File: src/rtl/uart_irq_pkg.sv
package uart_irq_pkg;

    localparam logic [7:0] ST_NONE  = 8'hC1;
    localparam logic [7:0] ST_RXERR = 8'hC6;
    localparam logic [7:0] ST_RXAVL = 8'hC4;
    localparam logic [7:0] ST_RXTMO = 8'hCC;
    localparam logic [7:0] ST_TXEMP = 8'hC2;
    localparam logic [7:0] ST_MODEM = 8'hC0;

    typedef struct packed {
        logic rx_err;
        logic rx_avail;
        logic rx_tmo;
        logic tx_emp;
        logic modem;
    } irq_src_t;

    typedef struct packed {
        logic rsv;
        logic cts_dsr;
        logic rts_dtr;
        logic swflow;
        logic modem;
        logic rx_line;
        logic tx_emp;
        logic rx_data;
    } en_reg_t;

    function automatic irq_src_t gate_src(irq_src_t f, en_reg_t e);
        irq_src_t g;
        g.rx_err   = f.rx_err   & e.rx_line;
        g.rx_avail = f.rx_avail & e.rx_data;
        g.rx_tmo   = f.rx_tmo   & e.rx_data;
        g.tx_emp   = f.tx_emp   & e.tx_emp;
        g.modem    = f.modem    & e.modem;
        return g;
    endfunction

    function automatic logic [7:0] prio_code(irq_src_t p);
        if (p.rx_err)        return ST_RXERR;
        else if (p.rx_avail) return ST_RXAVL;
        else if (p.rx_tmo)   return ST_RXTMO;
        else if (p.tx_emp)   return ST_TXEMP;
        else if (p.modem)    return ST_MODEM;
        else                 return ST_NONE;
    endfunction

endpackage

File: src/rtl/irq_txq.sv
module irq_txq #(
    parameter int DEPTH = 16,
    parameter int W     = 8
) (
    input  logic         clk,
    input  logic         rst,
    input  logic         wr,
    input  logic [W-1:0] wdata,
    input  logic         rd,
    output logic [W-1:0] rdata,
    output logic         empty,
    output logic         full,
    output logic         pop_to_empty
);
    localparam int AW = $clog2(DEPTH);
    localparam int CW = $clog2(DEPTH + 1);

    logic [W-1:0]  mem [DEPTH];
    logic [AW-1:0] wp, rp;
    logic [CW-1:0] cnt;
    logic          do_push, do_pop;

    assign empty        = (cnt == '0);
    assign full         = (cnt == CW'(DEPTH));
    assign do_push      = wr && !full;
    assign do_pop       = rd && !empty;
    assign pop_to_empty = do_pop && !do_push && (cnt == CW'(1));
    assign rdata        = mem[rp];

    always_ff @(posedge clk) begin
        if (do_push) mem[wp] <= wdata;
    end

    always_ff @(posedge clk) begin
        if (rst) begin
            wp  <= '0;
            rp  <= '0;
            cnt <= '0;
        end else begin
            if (do_push) wp <= (wp == AW'(DEPTH - 1)) ? '0 : wp + 1'b1;
            if (do_pop)  rp <= (rp == AW'(DEPTH - 1)) ? '0 : rp + 1'b1;
            case ({do_push, do_pop})
                2'b10:   cnt <= cnt + 1'b1;
                2'b01:   cnt <= cnt - 1'b1;
                default: cnt <= cnt;
            endcase
        end
    end

    AST_NO_OVERFLOW: assert property (@(posedge clk) disable iff (rst)
        cnt <= CW'(DEPTH)) else $error("queue count above depth");
    AST_FULL_DROP: assert property (@(posedge clk) disable iff (rst)
        (full && wr && !rd) |=> (full && $stable(wp))) else $error("write while full changed queue");

endmodule

File: src/rtl/irq_rx_timer.sv
module irq_rx_timer #(
    parameter int CHARS = 4
) (
    input  logic clk,
    input  logic rst,
    input  logic push,
    input  logic pop,
    input  logic has_data,
    input  logic tick,
    output logic tmo
);
    localparam int TW = $clog2(CHARS + 1);

    logic [TW-1:0] idle;
    logic          restart, hit;

    assign restart = push || pop || !has_data;
    assign hit     = !restart && tick && (idle == TW'(CHARS - 1));

    always_ff @(posedge clk) begin
        if (rst) begin
            idle <= '0;
            tmo  <= 1'b0;
        end else begin
            if (restart)                           idle <= '0;
            else if (tick && idle < TW'(CHARS))    idle <= idle + 1'b1;
            if (pop)      tmo <= 1'b0;
            else if (hit) tmo <= 1'b1;
        end
    end

    AST_TMO_CLEAR: assert property (@(posedge clk) disable iff (rst)
        pop |=> !tmo) else $error("time-out survived a pop");
    AST_TMO_NEEDS_DATA: assert property (@(posedge clk) disable iff (rst)
        $rose(tmo) |-> $past(has_data)) else $error("time-out without data");

endmodule

File: src/rtl/irq_prio_enc.sv
module irq_prio_enc
    import uart_irq_pkg::*;
(
    input  irq_src_t   flags,
    input  en_reg_t    en,
    output logic [7:0] code
);
    irq_src_t eligible;

    always_comb begin
        eligible = gate_src(flags, en);
        code     = prio_code(eligible);
    end

endmodule

File: src/rtl/uart_irq_ident.sv
module uart_irq_ident
    import uart_irq_pkg::*;
#(
    parameter int TXQ_DEPTH = 16,
    parameter int TMO_CHARS = 4
) (
    input  logic       clk,
    input  logic       rst,
    input  logic       en_wr,
    input  logic [7:0] en_wdata,
    output logic [7:0] en_rdata,
    input  logic       stat_rd,
    input  logic       line_rd,
    input  logic       mdm_rd,
    input  logic       rx_err_pulse,
    input  logic       rx_ready,
    input  logic       rx_push,
    input  logic       rx_pop,
    input  logic       rx_has_data,
    input  logic       char_tick,
    input  logic       mdm_pulse,
    input  logic       hold_wr,
    input  logic [7:0] hold_wdata,
    input  logic       tx_take,
    output logic [7:0] tx_head,
    output logic       tx_empty,
    output logic       tx_full,
    output logic [7:0] stat_code,
    output logic       irq
);
    en_reg_t  en_q;
    logic     err_q, mdm_q, txe_q;
    logic     tmo;
    logic     pop_to_empty;
    irq_src_t flags;

    always_ff @(posedge clk) begin
        if (rst) begin
            en_q <= '0;
        end else if (en_wr) begin
            en_q     <= en_reg_t'(en_wdata);
            en_q.rsv <= 1'b0;
        end
    end
    assign en_rdata = en_q;

    always_ff @(posedge clk) begin
        if (rst) begin
            err_q <= 1'b0;
            mdm_q <= 1'b0;
            txe_q <= 1'b0;
        end else begin
            if (rx_err_pulse) err_q <= 1'b1;
            else if (line_rd) err_q <= 1'b0;
            if (mdm_pulse)    mdm_q <= 1'b1;
            else if (mdm_rd)  mdm_q <= 1'b0;
            if (hold_wr)                              txe_q <= 1'b0;
            else if (pop_to_empty)                    txe_q <= 1'b1;
            else if (stat_rd && stat_code == ST_TXEMP) txe_q <= 1'b0;
        end
    end

    irq_rx_timer #(.CHARS(TMO_CHARS)) u_timer (
        .clk      (clk),
        .rst      (rst),
        .push     (rx_push),
        .pop      (rx_pop),
        .has_data (rx_has_data),
        .tick     (char_tick),
        .tmo      (tmo)
    );

    irq_txq #(.DEPTH(TXQ_DEPTH), .W(8)) u_txq (
        .clk          (clk),
        .rst          (rst),
        .wr           (hold_wr),
        .wdata        (hold_wdata),
        .rd           (tx_take),
        .rdata        (tx_head),
        .empty        (tx_empty),
        .full         (tx_full),
        .pop_to_empty (pop_to_empty)
    );

    always_comb begin
        flags.rx_err   = err_q;
        flags.rx_avail = rx_ready;
        flags.rx_tmo   = tmo;
        flags.tx_emp   = txe_q;
        flags.modem    = mdm_q;
    end

    irq_prio_enc u_enc (
        .flags (flags),
        .en    (en_q),
        .code  (stat_code)
    );

    assign irq = ~stat_code[0];

    AST_IRQ_NEEDS_EN: assert property (@(posedge clk) disable iff (rst)
        irq |-> (en_rdata[3:0] != 4'b0)) else $error("irq with sources masked");
    AST_STAT_FIXED: assert property (@(posedge clk) disable iff (rst)
        stat_code[7:6] == 2'b11) else $error("status top bits not set");
    AST_ERR_ACK: assert property (@(posedge clk) disable iff (rst)
        (line_rd && !rx_err_pulse) |=> !err_q) else $error("error flag kept after line read");
    AST_MDM_ACK: assert property (@(posedge clk) disable iff (rst)
        (mdm_rd && !mdm_pulse) |=> !mdm_q) else $error("modem flag kept after modem read");
    AST_TXE_WR: assert property (@(posedge clk) disable iff (rst)
        hold_wr |=> (stat_code != ST_TXEMP)) else $error("tx empty shown after write");
    AST_EN_RSV: assert property (@(posedge clk) disable iff (rst)
        en_wr |=> !en_rdata[7]) else $error("reserved enable bit stored");

endmodule

File: config.mk
export PLATFORM = sky130hd
export DESIGN_NAME = uart_irq_ident
export DESIGN_NICKNAME = d
export VERILOG_FILES = /design/src/rtl/uart_irq_pkg.sv /design/src/rtl/irq_txq.sv /design/src/rtl/irq_rx_timer.sv /design/src/rtl/irq_prio_enc.sv /design/src/rtl/uart_irq_ident.sv
export SDC_FILE = /design/constraint.sdc
export NUM_CORES = 1
export LEC_CHECK = 0
export ABC_AREA = 1
export BUFFER_PORTS_ARGS = -buffer_cell sky130_fd_sc_hd__buf_2
export CAP_MARGIN = 15
export CORE_MARGIN = 10
export CORE_UTILIZATION = 40
export DETAILED_ROUTE_END_ITERATION = 12
export SLEW_MARGIN = 0
export SYNTH_ARGS = -nofsm -noshare
export SYNTH_HDL_FRONTEND = slang
export SYNTH_SLANG_ARGS = --single-unit
File: constraint.sdc
create_clock -name clk -period 5.15 [get_ports clk]
set_input_delay 0.2575 -clock clk [delete_from_list [all_inputs] [get_ports clk]]
set_output_delay 0.2575 -clock clk [all_outputs]
set_load 0.01 [all_outputs]
Yosys cells after proc, flatten, opt, wreduce, memory -nomap -nowiden:

Memory sizes are Yosys's and may differ from the RTL's. A register that Yosys moved wholly into a read port is not among the register bits.
Index checks and enable logic that the tools add are counted.

* register bits: 27
* memories kept: 1
* output and inout port bits: 27
* memory bits (writable): 128

* $lt $le $gt $ge: 1
* equality and inequality tests: 8
* bitwise gates (word level): 6
* add/subtract/negate cells: 5
* reduce and logical (&&, ||, !) cells: 23
* mux-type cells: 18

Memories
* u_txq.mem: depth 16, width 8, read ports 1, clocked after memory_dff 1, wr ports 1, RTL line irq_txq.sv:18 `logic [W-1:0] mem [DEPTH];`

Operator list (count)
* 2-to-1 mux 8 bit: 4
* 2-to-1 mux 4 bit: 4
* case mux 5 bit (2 select lines): 1
* 2-to-1 mux 1 bit: 9
* adder 4 x 1 -> 4 bit (second input constant): 2
* == test 4 bit (second input constant): 2
* == test 8 bit (second input constant): 1
* logical AND 1 bit: 8
* nonzero test 2 bit: 4
* OR reduction 2 bit: 3
* adder 5 x 1 -> 5 bit (second input constant): 1
* bitwise AND 1 bit: 5
* == test 5 x 1 -> 1 bit (second input constant): 1
* == test 5 bit (second input constant): 1
* zero test 1 bit: 5
* zero test 5 bit: 1
* subtractor 5 x 1 -> 5 bit (second input constant): 1
* adder 3 x 1 -> 3 bit (second input constant): 1
* == test 3 x 2 -> 1 bit (second input constant): 1
* less-than comparator 3 bit (second input constant): 1
* == test 2 x 1 -> 1 bit (second input constant): 1
* == test 2 bit (second input constant): 1
* logical OR 1 bit: 2
* inverter 1 bit: 1

Depth between registers and ports, before layout:

Gate-level depths: netlist of the first run.

* depth after elaboration: 10
* gate-level depth with buffers: 13
* mapped depth without buffers: 13

Modules after synthesis:

Synthesis of the first run repeated with hierarchy kept, for this count alone.

* cells, all modules: 760
* area, all modules: 7200.7 um2

By module, submodules not included
* irq_txq: times used 1, area an instance 6487.5 um2, sequential area each 4184.0 um2, cells each 658
* uart_irq_ident: times used 1, area an instance 400.4 um2, sequential area each 200.2 um2, cells each 57
* irq_rx_timer: times used 1, area an instance 206.4 um2, sequential area each 80.1 um2, cells each 27
* irq_prio_enc: times used 1, area an instance 106.4 um2, sequential area each 0.0 um2, cells each 18

Worst setup path after synthesis of the first run:

Ideal clock, no wire load.

* path kind: reg2reg
* start: register u_txq.cnt[0]
* end: memory u_txq.mem[0][0] (enable)
* clock period less this slack: 1.799 ns
* stages on the path, launching flop included: 8
* arrival: 1.429 ns
* buffers on the path: 0
* slack: 3.351 ns
* cell sequence: dfxtp_1 inv_1 ha_1 nand3_2 nand2_4 inv_2 nand2_1 nor2_1

* word-level cells in the longest chain between the ends: 5

RTL lines
* start, declared: RTL line irq_txq.sv:20 `logic [CW-1:0] cnt;`
* start signal, assigned: RTL line irq_txq.sv:43 `2'b10: cnt <= cnt + 1'b1;`
* start signal, assigned: RTL line irq_txq.sv:44 `2'b01: cnt <= cnt - 1'b1;`
* start signal, assigned: RTL line irq_txq.sv:45 `default: cnt <= cnt;`
* == test 5 bit: RTL line irq_txq.sv:24 `assign full = (cnt == CW'(DEPTH));`
* zero test 1 bit: RTL line irq_txq.sv:25 `assign do_push = wr && !full;`
* logical AND 1 bit: RTL line irq_txq.sv:25
* 2-to-1 mux 1 bit: RTL line irq_txq.sv:31 `if (do_push) mem[wp] <= wdata;`
* 2-to-1 mux 1 bit (not written as such): RTL line irq_txq.sv:31
* end, declared: RTL line irq_txq.sv:18

No other way between the ends.

==> results.txt, run 1 <==
Min-Delay Path Depth: 3
Top cells by area, synth: edfxtp_1 54%, nand2_1 11%, dfxtp_1 8.7%
Layout fillers: 1652
Register Area: 4470 sq um
CTS Hold Bufs: 0
Cells along the critical path: inv_2, buf_4, nand2_1, nand3_1, nand3_1, nand3_1, nand2_1, buf_2
Clk slew on worst S/H paths: 0.06 ns
WP buf/inv: 3
Iter 0 DRT Violations: 329
# placed instances: 995
Pin count of the biggest net entering global routing: 65
DRC errors left: 0
RSZ-0062 raised after global routing: no
Commonest cells post-synth: 205 x nand2_1, 128 x edfxtp_1, 123 x inv_1, 106 x nand3_1, 55 x nor2_1
Power, Total: 3.52 mW
Layout area overhead: 13.1%
Routed WL per cell: 15.2 microns
Fin crit share: 51.5%
FMAX: 0.377 GHz
Final Instance Area: 8030 sq um
CTS tree: built
Postcts setup bufs: 0
Switching share of power: 31.4%
Synth area leader: edfxtp_1
Outcome: finished clean
DP Area: 7460 sq um
Critical path peak fanout: 33
Initial Utilization: 40.9%
Non-Filler Instances: 1027
Initial antenna violation count: 0
Share of post-route cells with drive strength above 1: 11.6%
First-pass GRT wire length: 24.9 mm
Final min period: 2.65 ns
Hold Worst Slack: 0.0446 ns
Internal power: 2.41 mW
Final Skew: 0.0103 ns
Port Buffers: 51
Final design utilization: 46.3%
Syn. warnings: 0
Share of power burned in registers: 41.9%
IO Pins: 58
Worst path depth: 8
Via density: 4.71
Vias in the first global route: 4752
Crit path DAT: 2.39 ns
Synth Instances: 744
Clk pwr share: 34.8%
Final ANT Viol Nets: 0
Min-delay worst type: in -> reg
Slowest CP cell: inv_2
Fin. max-slew vios: 0
Logic pwr share: 23.3%
Most common cell in the synthesized netlist: nand2_1
P_sw: 1.10 mW
Unique masters post-synth: 24
Post-route setup slack: 2.50 ns
Max clock buf depth: 2
Slew @ Worst Pin: 0.835 ns
Cell family with most CP delay: buffers and inverters
Setup WS pre-CTS: 2.85 ns
All-Layer GR Usage: 13.4%
Clock Sinks: 159
Setup CP Type: reg -> out
Crit start category: flip-flop
Slew headroom: 44.1%
CTS resizes: 0
Antenna Cells: 0
Synth top area share: 54.1%
Data required time at the worst endpoint: 4.89 ns
CTS Root Cell: clkbuf_16
MaxCap Viol Count: 0
Most Frequent Cell on Critical Path: nand3_1
DIE AREA: 23500 sq um
Vert. Die Dim: 153 microns
Multi-input logic area: 1960 sq um
Syn Area/Cell: 9.55 sq um
Overflow after GRT: 0
Routed vias: 4834
Final setup TNS: 0 ns
Reg2Reg Depth: 7
Dominant synthesized flop cell: edfxtp_1
Critical path capture point type: output pin
H-Tree Depth: 4
Clock Latency Late Sink: 0.42 ns
Routed wire length: 15.6 mm
Num CTS Buffers: 17
Leak pwr: 3.52 nW
PD cells: 438 nW/um^2
Post-synthesis sequential area ratio: 62.9%
Hpwl dp: 9.60 mm
Count of flip-flops with a built-in enable after synthesis: 128
Synthesized cell area: 7100 sq um
Flops & latches, synth: 159
Die X: 153 microns
CP max stage delay: 0.44 ns
Final Hold Fails: 0
TritonRoute pass-1 iters: 5
Core area: 17400 sq um
GPL Wtd Cong: 0.798
Post-synth ARST share: 0%
Endpoints failing setup: 0
Num rows: 48
NumNets Final: 832
Maximum VDD drop: 0.234 mV
==> flip-flops by register name (all words and copies together), names as in the netlist, named ones only <==
signal / count
txe_q: 1
u_txq.mem: 128
u_txq.rp: 4
u_txq.wp: 4
en_rdata: 7
u_txq.cnt: 5
u_timer.tmo: 1
mdm_q: 1
u_timer.idle: 3
err_q: 1
==> final timing paths <==
check,startpoint,to,slack [ns]
worst min register to register,u_timer.tmo,u_timer.tmo,0.45
worst min-delay path,mdm_pulse,mdm_q,0.04
worst max-delay path,flip-flop,tx_head[1],2.50
worst max register to register,u_txq.cnt[0],u_txq.mem[10][7],2.84
==> routing by layer <==
metal	GRT usage (%)	vias to the layer above	share of wire (%)
met4	4.54	0	0.87
met1	17.1	2226	46
met2	21.2	126	47
li1	-	2471	-
met5	0	-	0
met3	4.18	11	6.2
==> area by class of cell <==
class	instances	area share, %
sequential	159	55.6
multi-input combinational	431	24.4
inverter	126	5.89
clock buffer	18	5.34
tap	225	3.51
timing repair buffer	54	3.46
clock inverter	14	1.76
==> power by group through the flow <==
stage                     clock [mW]  sequential [mW]  combinational, mW
final                           1.22             1.47              0.820
after global routing            1.30             1.48              0.939
after CTS                       1.25             1.47              0.836
after detailed placement           0             1.50              0.832
after global placement             0             1.50              0.824
after floorplan                    0             1.49              0.627
==> placed cells by master, fill, tap and decap left out, drive strengths merged <==
master | synthesis | final
clkinvlp | 0 | 1
buf | 30 | 54
nor2 | 56 | 56
nor3b | 1 | 1
nand4 | 7 | 7
clkbuf | 1 | 18
bufinv | 0 | 2
dfxtp | 31 | 31
edfxtp | 128 | 128
inv | 126 | 129
nand3 | 108 | 108
conb | 2 | 5
clkinv | 0 | 8
o21ai | 18 | 18
a21oi | 12 | 12
ha | 12 | 12
nand2 | 207 | 207
xor2 | 4 | 4
or2 | 1 | 1
==> kinds of logic (layout without fill, tap and decap cells) <==
| logic type | after synthesis | in the layout | synth area share [%] |
|---|---|---|---|
| AO/OA/AOI/OAI | 30 | 30 | 2.11 |
| other | 2 | 5 | 0.106 |
| buffers and inverters | 157 | 212 | 9.67 |
| AND/OR/NAND/NOR | 380 | 380 | 22.6 |
| flip-flops | 159 | 159 | 62.9 |
| XOR/XNOR | 4 | 4 | 0.493 |
| adder cells (fa/ha/maj) | 12 | 12 | 2.11 |
==> worst register-to-register path: cells and delay by family (launching register included) <==
family,cells,cell delay (ns)
fa+ha+maj,1,0.25
flops,1,0.38
simple gates,4,1.09
buf+inv,2,0.23
Power figures use the tool's default switching activity.
==> run 2: changes to the inputs <==
- ABC_AREA: 1 -> 0
- clock period: 5.15 -> 2.7 ns (I/O delays scaled with it)
==> results.txt, run 2 <==
Outcome: finished clean
Largest family of logic cells by synthesized area: multiplexers
Clk pwr share: 38.6% (+3.8 points)
IO Pins: 58 (unchanged)
Synth top area share: 59.4% (+5.2 points)
Clk slew on worst S/H paths: 0.06 ns (about the same)
All-Layer GR Usage: 12.7% (-0.78 points)
Final setup TNS: 0 ns (unchanged)
MaxCap Viol Count: 0 (unchanged)
Vias in the first global route: 3740 (-21%)
Syn. warnings: 0 (unchanged)
Share of power burned in registers: 44.6% (+2.7 points)
Final design utilization: 48.4% (+2.2 points)
Top reg by flops: u_txq.mem
Clock Sinks: 159 (unchanged)
Area share of fa/ha/maj cells after synthesis: 2.32% (+0.20 points)
Routed wire length: 13.2 mm (-15%)
PD cells: 827 nW/um^2 (+89%)
Non-Filler Instances: 683 (-33%)
Crit start category: flip-flop
Hpwl dp: 8.54 mm (-11%)
Vert. Die Dim: 147 microns (-3.9%)
Syn Area/Cell: 17.0 sq um (+78%)
Clock Latency Late Sink: 0.43 ns (about the same)
NumNets Final: 497 (-40%)
Fin. max-slew vios: 0 (unchanged)
Dominant synthesized flop cell: edfxtp_1
Post-synth ARST share: 0% (unchanged)
DP Area: 6950 sq um (-6.9%)
Count of flip-flops with a built-in enable after synthesis: 128 (unchanged)
Slew @ Worst Pin: 0.766 ns (-0.0693 ns)
Endpoints failing setup: 0 (unchanged)
Pin count of the biggest net entering global routing: 33 (-49%)
Critical path capture point type: output pin
Die X: 147 microns (-3.9%)
Initial Utilization: 40.8% (-0.15 points)
Register Area: 4470 sq um (unchanged)
RSZ-0062 raised after global routing: no
Antenna Cells: 0 (unchanged)
Min-delay worst type: in -> reg
Synth Area in Compound Gates: 4.17% (+2.1 points)
Final Skew: 0.0222 ns (+0.0119 ns)
Most frequent cells in the layout: 128 x edfxtp_1, 51 x buf_2, 30 x dfxtp_1
Commonest cells post-synth: 128 x edfxtp_1, 31 x dfxtp_1, 23 x nor2_1, 18 x mux4_2, 17 x nand2_1
FMAX: 0.400 GHz
Initial antenna violation count: 1 (+1)
Final min period: 2.50 ns
Top cells by area, synth: edfxtp_1 59%, dfxtp_1 9.6%, mux4_2 6.3%
Share of post-route cells with drive strength above 1: 23.8% (+12 points)
CTS Root Cell: clkbuf_16
Largest register FFs: 128 (unchanged)
DRC errors left: 0 (unchanged)
Final Hold Fails: 0 (unchanged)
Switching share of power: 25.2% (-6.1 points)
Post-synthesis simple-gate area fraction: 7.19% (-15 points)
Core area: 15900 sq um (-8.5%)
Via density: 5.10 (+8.3%)
Num CTS Buffers: 17 (unchanged)
Num rows: 46 (-4.2%)
H-Tree Depth: 4 (unchanged)
First-pass GRT wire length: 20.9 mm (-16%)
Mux share of post-synthesis cell area: 13.3% (+13 points)
Data required time at the worst endpoint: 2.57 ns (-2.32 ns)
Maximum VDD drop: 0.484 mV (+110%)
Port Buffers: 51 (unchanged)
Crit path DAT: 2.36 ns (-0.03 ns)
Hold Worst Slack: 0.0233 ns (-0.0213 ns)
DIE AREA: 21700 sq um (-7.7%)
Layout fillers: 1388 (-16%)
Internal power: 4.76 mW (+97%)
Synthesized cell area: 6480 sq um (-8.8%)
Setup CP Type: reg -> out
Slew headroom: 48.9% (+4.7 points)
Synth Instances: 381 (-49%)
P_sw: 1.61 mW (+46%)
Fin crit share: 92.5%
Overflow after GRT: 0 (unchanged)
Most common cell after layout, fill and taps aside: edfxtp_1
Max clock buf depth: 2 (unchanged)
Routed WL per cell: 19.4 microns (+28%)
Layout area overhead: 18.8%
TritonRoute pass-1 iters: 4 (-1)
Multi-input logic area: 1830 sq um (-6.6%)
Leak pwr: 2.73 nW (-22%)
# placed instances: 637 (-36%)
Unique masters post-synth: 40 (+67%)
Iter 0 DRT Violations: 140 (-57%)
Most common cell in the synthesized netlist: edfxtp_1
GPL Wtd Cong: 0.785 (-1.7%)
XOR/XNOR Fraction of Synth Area: 0.947% (+0.45 points)
Routed vias: 3481 (-28%)
Logic pwr share: 16.7% (-6.6 points)
Final Instance Area: 7700 sq um (-4.2%)
Post-synthesis sequential area ratio: 68.9% (+6.1 points)
Synth area leader: edfxtp_1
Final ANT Viol Nets: 0 (unchanged)
Critical path peak fanout: 14 (-58%)
CTS tree: built
Flops & latches, synth: 159 (unchanged)
-- run 2: timing repair --
item	CTS	global route
endpoints found under the setup margin	0	1
resized for setup	0	1
hold buffers	14	0
buffers inserted	0	0
hold endpoints to repair	12	0
-- run 2: worst max-delay path, stage by stage (launching register included) --
cell and delay, ns:
dfxtp_2 0.65, buf_4 0.26, mux4_1 0.57, a22oi_1 0.24, nand2_1 0.07, buf_2 0.14
-- run 2: metal layers --
metal	wire length, microns	track usage [%]
met1	5620	15.4
met2	6560	20.0
met4	129	5.05
met5	7	0
met3	918	4.64
-- run 2: area by class of cell --
cell class	instances	area share, %
clock buffer	17	5.53
clock inverter	15	2.36
inverter	13	0.634
multi-input combinational	191	23.8
sequential	159	58.0
tap	216	3.51
timing repair buffer	72	6.15
-- run 2: path summary, 6_finish.rpt --
path | from | endpoint | slack [ns] | cells after the start
worst min-delay path | rx_push | u_timer.idle[2] | 0.02 | 4
worst max register to register | u_txq.cnt[0] | u_txq.cnt[3] | 0.24 | 10
worst min register to register | u_timer.idle[2] | u_timer.idle[2] | 0.48 | 2
worst max-delay path | flip-flop | tx_head[1] | 0.20 | 5
-- run 2: kinds of logic after synthesis --
logic type	count (synthesis)
mux	41
buf+inv	34
xor+xnor	7
fa+ha+maj	12
simple gates	85
flops	159
other cells	2
compound gates	41
-- run 2: power groups by stage --
stage | combinational (mW) | sequential [mW] | clock (mW)
3_3_place_gp | 1.05 | 2.89 | 0
5_1_grt | 1.18 | 2.86 | 2.61
6_report | 1.07 | 2.84 | 2.46
2_1_floorplan | 0.795 | 2.84 | 0
4_1_cts | 1.08 | 2.84 | 2.52
3_5_place_dp | 1.06 | 2.89 | 0
-- run 2: metrics by stage --
| stage | setup WS [ns] | total power [mW] |
|---|---|---|
| global route | 0.0108 | 6.65 |
| finish | 0.201 | 6.36 |
| global placement | 0.217 | 3.94 |
| floorplan | 0.424 | 3.63 |
| CTS | 0.118 | 6.44 |
| detailed placement | 0.177 | 3.96 |
